### src/rtl/modem_stat_pkg.sv
package modem_stat_pkg;
  localparam int REG_W    = 8;
  localparam int CTRL_KEEP = 5;
  localparam int LINE_N   = 4;

  // control bit positions
  localparam int C_DTR  = 0;
  localparam int C_RTS  = 1;
  localparam int C_AUX1 = 2;
  localparam int C_AUX2 = 3;
  localparam int C_LOOP = 4;

  // line index inside the status nibble (status bit = LINE_N + index)
  localparam int L_CTS = 0;
  localparam int L_DSR = 1;
  localparam int L_RI  = 2;
  localparam int L_DCD = 3;

  localparam logic [LINE_N-1:0] IDLE_LINES = 4'b1010;

  typedef logic [LINE_N-1:0] line_t;
endpackage

### src/rtl/mst_ctrl_reg.sv
module mst_ctrl_reg
  import modem_stat_pkg::*;
#(
  parameter int W    = REG_W,
  parameter int KEEP = CTRL_KEEP
) (
  input  logic         clk,
  input  logic         rst_n,
  input  logic         wr_en,
  input  logic [W-1:0] wr_data,
  output logic [W-1:0] ctrl_q
);
  logic [KEEP-1:0] kept_d, kept_q;

  always_comb begin
    kept_d = kept_q;
    if (wr_en) kept_d = wr_data[KEEP-1:0];
  end

  always_ff @(posedge clk or negedge rst_n) begin
    if (!rst_n)     kept_q <= '0;
    else if (wr_en) kept_q <= kept_d;
  end

  assign ctrl_q = {{(W-KEEP){1'b0}}, kept_q};
endmodule

### src/rtl/mst_line_map.sv
module mst_line_map
  import modem_stat_pkg::*;
#(
  parameter int KEEP = CTRL_KEEP
) (
  input  logic [KEEP-1:0] ctrl,
  output line_t           lines
);
  always_comb begin
    if (ctrl[C_LOOP]) begin
      lines        = '0;
      lines[L_CTS] = ctrl[C_RTS];
      lines[L_DSR] = ctrl[C_DTR];
      lines[L_RI]  = ctrl[C_AUX1];
      lines[L_DCD] = ctrl[C_AUX2];
    end else begin
      lines = IDLE_LINES;
    end
  end
endmodule

### src/rtl/mst_delta_track.sv
module mst_delta_track
  import modem_stat_pkg::*;
(
  input  logic  clk,
  input  logic  rst_n,
  input  logic  upd_en,
  input  line_t new_lines,
  input  logic  clr_en,
  output line_t lines_q,
  output line_t delta_q
);
  line_t lines_d, delta_d, raise;

  // per-line change detection; ring uses a falling-edge rule
  for (genvar i = 0; i < LINE_N; i++) begin : g_chg
    if (i == L_RI) begin : g_fall
      assign raise[i] = lines_q[i] & ~new_lines[i];
    end else begin : g_any
      assign raise[i] = lines_q[i] ^ new_lines[i];
    end
  end

  always_comb begin
    lines_d = upd_en ? new_lines : lines_q;
    delta_d = (clr_en ? '0 : delta_q) | (upd_en ? raise : '0);
  end

  always_ff @(posedge clk or negedge rst_n) begin
    if (!rst_n) begin
      lines_q <= IDLE_LINES;
      delta_q <= '0;
    end else if (upd_en || clr_en) begin
      lines_q <= lines_d;
      delta_q <= delta_d;
    end
  end
endmodule

### src/rtl/modem_status_tracker.sv
module modem_status_tracker
  import modem_stat_pkg::*;
(
  input  logic             clk,
  input  logic             rst_n,
  input  logic             mcr_wr_en,
  input  logic [REG_W-1:0] mcr_wr_data,
  input  logic             msr_rd_en,
  output logic [REG_W-1:0] msr_out,
  output logic [REG_W-1:0] mcr_out,
  output logic             delta_any
);
  line_t next_lines, lines_q, delta_q;
  logic [REG_W-1:0] ctrl_q;

  mst_ctrl_reg #(.W(REG_W), .KEEP(CTRL_KEEP)) u_ctrl (
    .clk(clk), .rst_n(rst_n), .wr_en(mcr_wr_en),
    .wr_data(mcr_wr_data), .ctrl_q(ctrl_q)
  );

  // status lines are computed from the data being written
  mst_line_map #(.KEEP(CTRL_KEEP)) u_map (
    .ctrl(mcr_wr_data[CTRL_KEEP-1:0]), .lines(next_lines)
  );

  mst_delta_track u_delta (
    .clk(clk), .rst_n(rst_n), .upd_en(mcr_wr_en), .new_lines(next_lines),
    .clr_en(msr_rd_en), .lines_q(lines_q), .delta_q(delta_q)
  );

  assign mcr_out   = ctrl_q;
  assign msr_out   = {lines_q, delta_q};
  assign delta_any = |delta_q;
endmodule

### config.mk
export PLATFORM = sky130hd
export DESIGN_NAME = modem_status_tracker
export DESIGN_NICKNAME = d
export VERILOG_FILES = /design/src/rtl/modem_stat_pkg.sv /design/src/rtl/mst_ctrl_reg.sv /design/src/rtl/mst_line_map.sv /design/src/rtl/mst_delta_track.sv /design/src/rtl/modem_status_tracker.sv
export SDC_FILE = /design/constraint.sdc
export NUM_CORES = 1
export LEC_CHECK = 0
export BUFFER_PORTS_ARGS = -buffer_cell sky130_fd_sc_hd__buf_2
export CELL_PAD_IN_SITES_DETAIL_PLACEMENT = 1
export CELL_PAD_IN_SITES_GLOBAL_PLACEMENT = 2
export CORE_MARGIN = 2
export CORE_UTILIZATION = 28
export DETAILED_ROUTE_END_ITERATION = 7
export PLACE_DENSITY_LB_ADDON = 0.1
export SETUP_SLACK_MARGIN = 0.05
export SKIP_CTS_REPAIR_TIMING = 1
export SYNTH_ARGS = -nofsm -noshare
export SYNTH_HDL_FRONTEND = slang
export SYNTH_SLANG_ARGS = --single-unit
### constraint.sdc
create_clock -name clk -period 1.4 [get_ports clk]
set_input_delay 0.14 -clock clk [delete_from_list [all_inputs] [get_ports clk]]
set_output_delay 0.14 -clock clk [all_outputs]
set_load 0.02 [all_outputs]
Yosys cells after proc, flatten, opt, wreduce, memory -nomap -nowiden
Cells that the tools add are included.

Reduce and logical (&&, ||, !) cells: 3. Bitwise operators: 6. Multiplexer cells: 3.

Operator list (count): $mux 4 (3); $or 4x4->4 (1); $reduce_or 4->1 (1); $xor 1x1->1 (3); $reduce_and 2->1 (1); $and 1x1->1 (1); $logic_or 1x1->1 (1); $not 1->1 (1).

Bits in registers: 13. Output and inout bits: 17. Logic and storage cells: 15. Input port bits: 12.

Depth between registers and ports, before layout
Depth in word-level cells: 5. Depth in mapped cells: 4. Mapped depth without buffers: 2.

Modules after synthesis
A second synthesis with hierarchy kept.

Cells, all modules: 41. Area total of the unflattened synthesis: 586.8 um2.

Modules (own cells, without submodules): mst_delta_track (area an instance 346.6 um2, instances 1, cells an instance 22, sequential area each 202.7 um2); mst_ctrl_reg (area an instance 207.7 um2, instances 1, cells an instance 14, sequential area each 125.1 um2); mst_line_map (area an instance 25.0 um2, instances 1, cells an instance 4, sequential area each 0.0 um2); modem_status_tracker (area an instance 7.5 um2, instances 1, cells an instance 1, sequential area each 0.0 um2).

Worst setup path before layout
No wires, ideal clock.

Path kind: reg-to-output. From: reg u_delta.delta_q[1]. To: out delta_any. Arrival: 1.096 ns. Path slack: 0.164 ns. Path buffers: 0. Data required time: 1.260 ns. Stages on the path, launching flop included: 2. Path through: dfrtp_1 > or4_1.

Longest elaborated chain between the ends: 1.

Ends and longest elaborated chain: start: declaration (line mst_delta_track.sv:10) `output line_t delta_q`; start signal: assignment (line mst_delta_track.sv:34) `delta_q <= delta_d;`; $reduce_or 4->1 (line modem_status_tracker.sv:33) `assign delta_any = |delta_q;`; end: declaration (line modem_status_tracker.sv:11) `output logic delta_any`.

No other way between the ends.

Worst setup path after layout
From: reg u_delta.delta_q[2]. To: out delta_any.

The elaborated chain is that of the path after synthesis.

==> impl_metrics.tcl <==
set metrics [dict create \
    ys_seq_area_share_pct 53.8 \
    ys_ff_latch 13 \
    cts.reportedPaths.clkPinSlew_ps 80 \
    final-max-slew-violation-count 0 \
    drive_gt1_share_pct 48.7 \
    dp_hpwl_um 929 \
    grt_usage_pct 10.8 \
    dp_slack_ps 201 \
    clock-root-buffer "clkbuf_4" \
    cp.arrival_ps 1350 \
    cts_max_level 1 \
    netlist_instances 52 \
    yosysUniqueCellTypes 19 \
    overflow 0 \
    drtIter0Drc 1 \
    criticalPathCategory "flip-flop to output pin" \
    io_buffers 22 \
    synthFlopType "dfrtp_1" \
    cts_sinks 13 \
    place.gp.congestion 0.670 \
    hold_violations 0 \
    setup-violations-final 1 \
    antennaDiodeCount 0 \
    status "finished with violations" \
    syn-cell-area_um2 609 \
    die_w_um 50.7 \
    coreArea_um2 2000 \
    cp_max_fo 2 \
    synth_most_common_cell "dfrtp_1" \
    synth_top_area_share_pct 45.2 \
    peakVddDrop_mv 0.504 \
    cp-end-kind "output pin" \
    clock_path_buffers 2 \
    cp.required_ps 1260 \
    antenna_found_initial 0 \
    ioPinCount 29 \
    layout-area-overhead-vs-synth_pct 27.5 \
    tritoncts "done" \
    postRouteAntennaNets 0 \
    cellPowerDensity_nw_per_um2 1170 \
    p_leak_nw 0.375 \
    async_flop_share_pct 100 \
    rsz0062_at_grt "yes" \
    via_count 489 \
    yosys.area.top_type "dfrtp_1" \
    insertion_delay_ps 270 \
    synth_common_cells "11 x dfrtp_1, 6 x mux2_2, 5 x inv_1, 4 x buf_4" \
    finalCritPeriodShare_pct 106 \
    grt_first_pass_wirelength_um 2010 \
    wl_per_cell_um 12.6 \
    max_clock_freq_mhz 673 \
    syn_area_per_cell_um2 11.7 \
    clock_skew_ps 0.884 \
    vias_per_cell 4.66 \
    drtPass1Iterations 3 \
    final_nets 91 \
    wl_um 1320 \
    fin_ws_ps -86.0 \
    max-cap-violations 0 \
    numCtsBuffers 3 \
    grt_pass1_vias 454 \
    synth_area_leaders "dfrtp_1 45%, mux2_2 11%, dfstp_2 8.6%" \
    synth_edf_count 0 \
    drc_errors 0 \
    violations "negative setup slack" \
    placementRows 16 \
    worst_hold_slack_ps 120 \
    cp-start-kind "flip-flop" \
    die_h_um 50.7 \
    ys.warnings.count 0 \
    initial_core_util_pct 30.4 \
    die-area_um2 2570 \
    fin_crit_ps 1490 \
    hold_path.class "input pin to flip-flop" \
    grt_max_degree 20 \
]
==> critical path, cell delays in order, from the launching register on <==
cell	delay (ps)
dfrtp_1	390
or4_4	530
buf_6	140
==> sequential cells by signal, summed over array words and instances, names as in the netlist <==
name             count
u_delta.delta_q      4
u_ctrl.kept_q        5
u_delta.lines_q      4
==> logic make-up (layout without fill, tap and decap cells) <==
group	count (synthesis)	count (layout)	synth area share, %
multiplexers	6	6	11.1
buffers and inverters	11	35	11.7
AO/OA/AOI/OAI	7	7	8.42
AND/OR/NAND/NOR	14	14	14.4
other	1	3	0.615
flip-flops	13	13	53.8
==> worst paths after layout <==
kind | startpoint | end | slack [ps] | depth (start not counted)
max | u_delta.delta_q[2] | delta_any | -90 | 2
min | mcr_wr_data[3] | u_ctrl.kept_q[3] | 120 | 2
max reg2reg | u_delta.lines_q[1] | u_delta.delta_q[1] | 520 | 2
min reg2reg | u_ctrl.kept_q[1] | u_ctrl.kept_q[1] | 510 | 1
max in group asynchronous | rst_n | u_delta.lines_q[3] | 810 | 2
min in group asynchronous | rst_n | u_delta.lines_q[2] | 300 | 2
==> area by class of cell <==
cell class                      instances  area (µm²)
Clock buffer                            4        26.3
Fill cell                             241        1220
Inverter                                5        18.8
Multi-Input combinational cell         30         221
Sequential cell                        13         328
Tap cell                               27        33.8
Timing Repair Buffer                   26         149
==> power by group <==
part           total (W)  switching (W)  internal, W
sequential      0.000442      0.0000255     0.000417
clock           0.000235       0.000125     0.000110
combinational   0.000228       0.000128     0.000101
==> placed cells by master (no fill, tap or decap), types with 2 or more instances in the layout <==
cell type,instances
nand2b_1,2
nand2_1,2
mux2_2,6
dfstp_2,2
dfrtp_1,11
a21oi_1,2
buf_4,3
buf_2,21
inv_1,5
o221ai_1,3
nor2b_1,2
nor2_1,2
clkbuf_4,3
nand4b_1,3
conb_1,3
==> metrics by stage <==
stage	setup TNS (ps)	cell area, µm²	power [W]	util (%)	cells
floorplan	0	617	0.000585	-	54
global placement	0	708	0.000649	35.4	97
detailed placement	0	708	0.000652	35.4	97
CTS	-112	734	0.000897	36.7	101
global route	-128	777	0.000964	38.8	105
finish	-86.0	777	0.000906	38.8	105
==> per-layer routing <==
metal  vias up  wire, µm  track usage [%]
met5         -         0                0
met1       238       592             14.4
met3         2        96             2.38
li1        227         -                -
met2        22       616             15.6
met4         0        15             6.76
No activity file was read; power rests on OpenSTA's default activity.
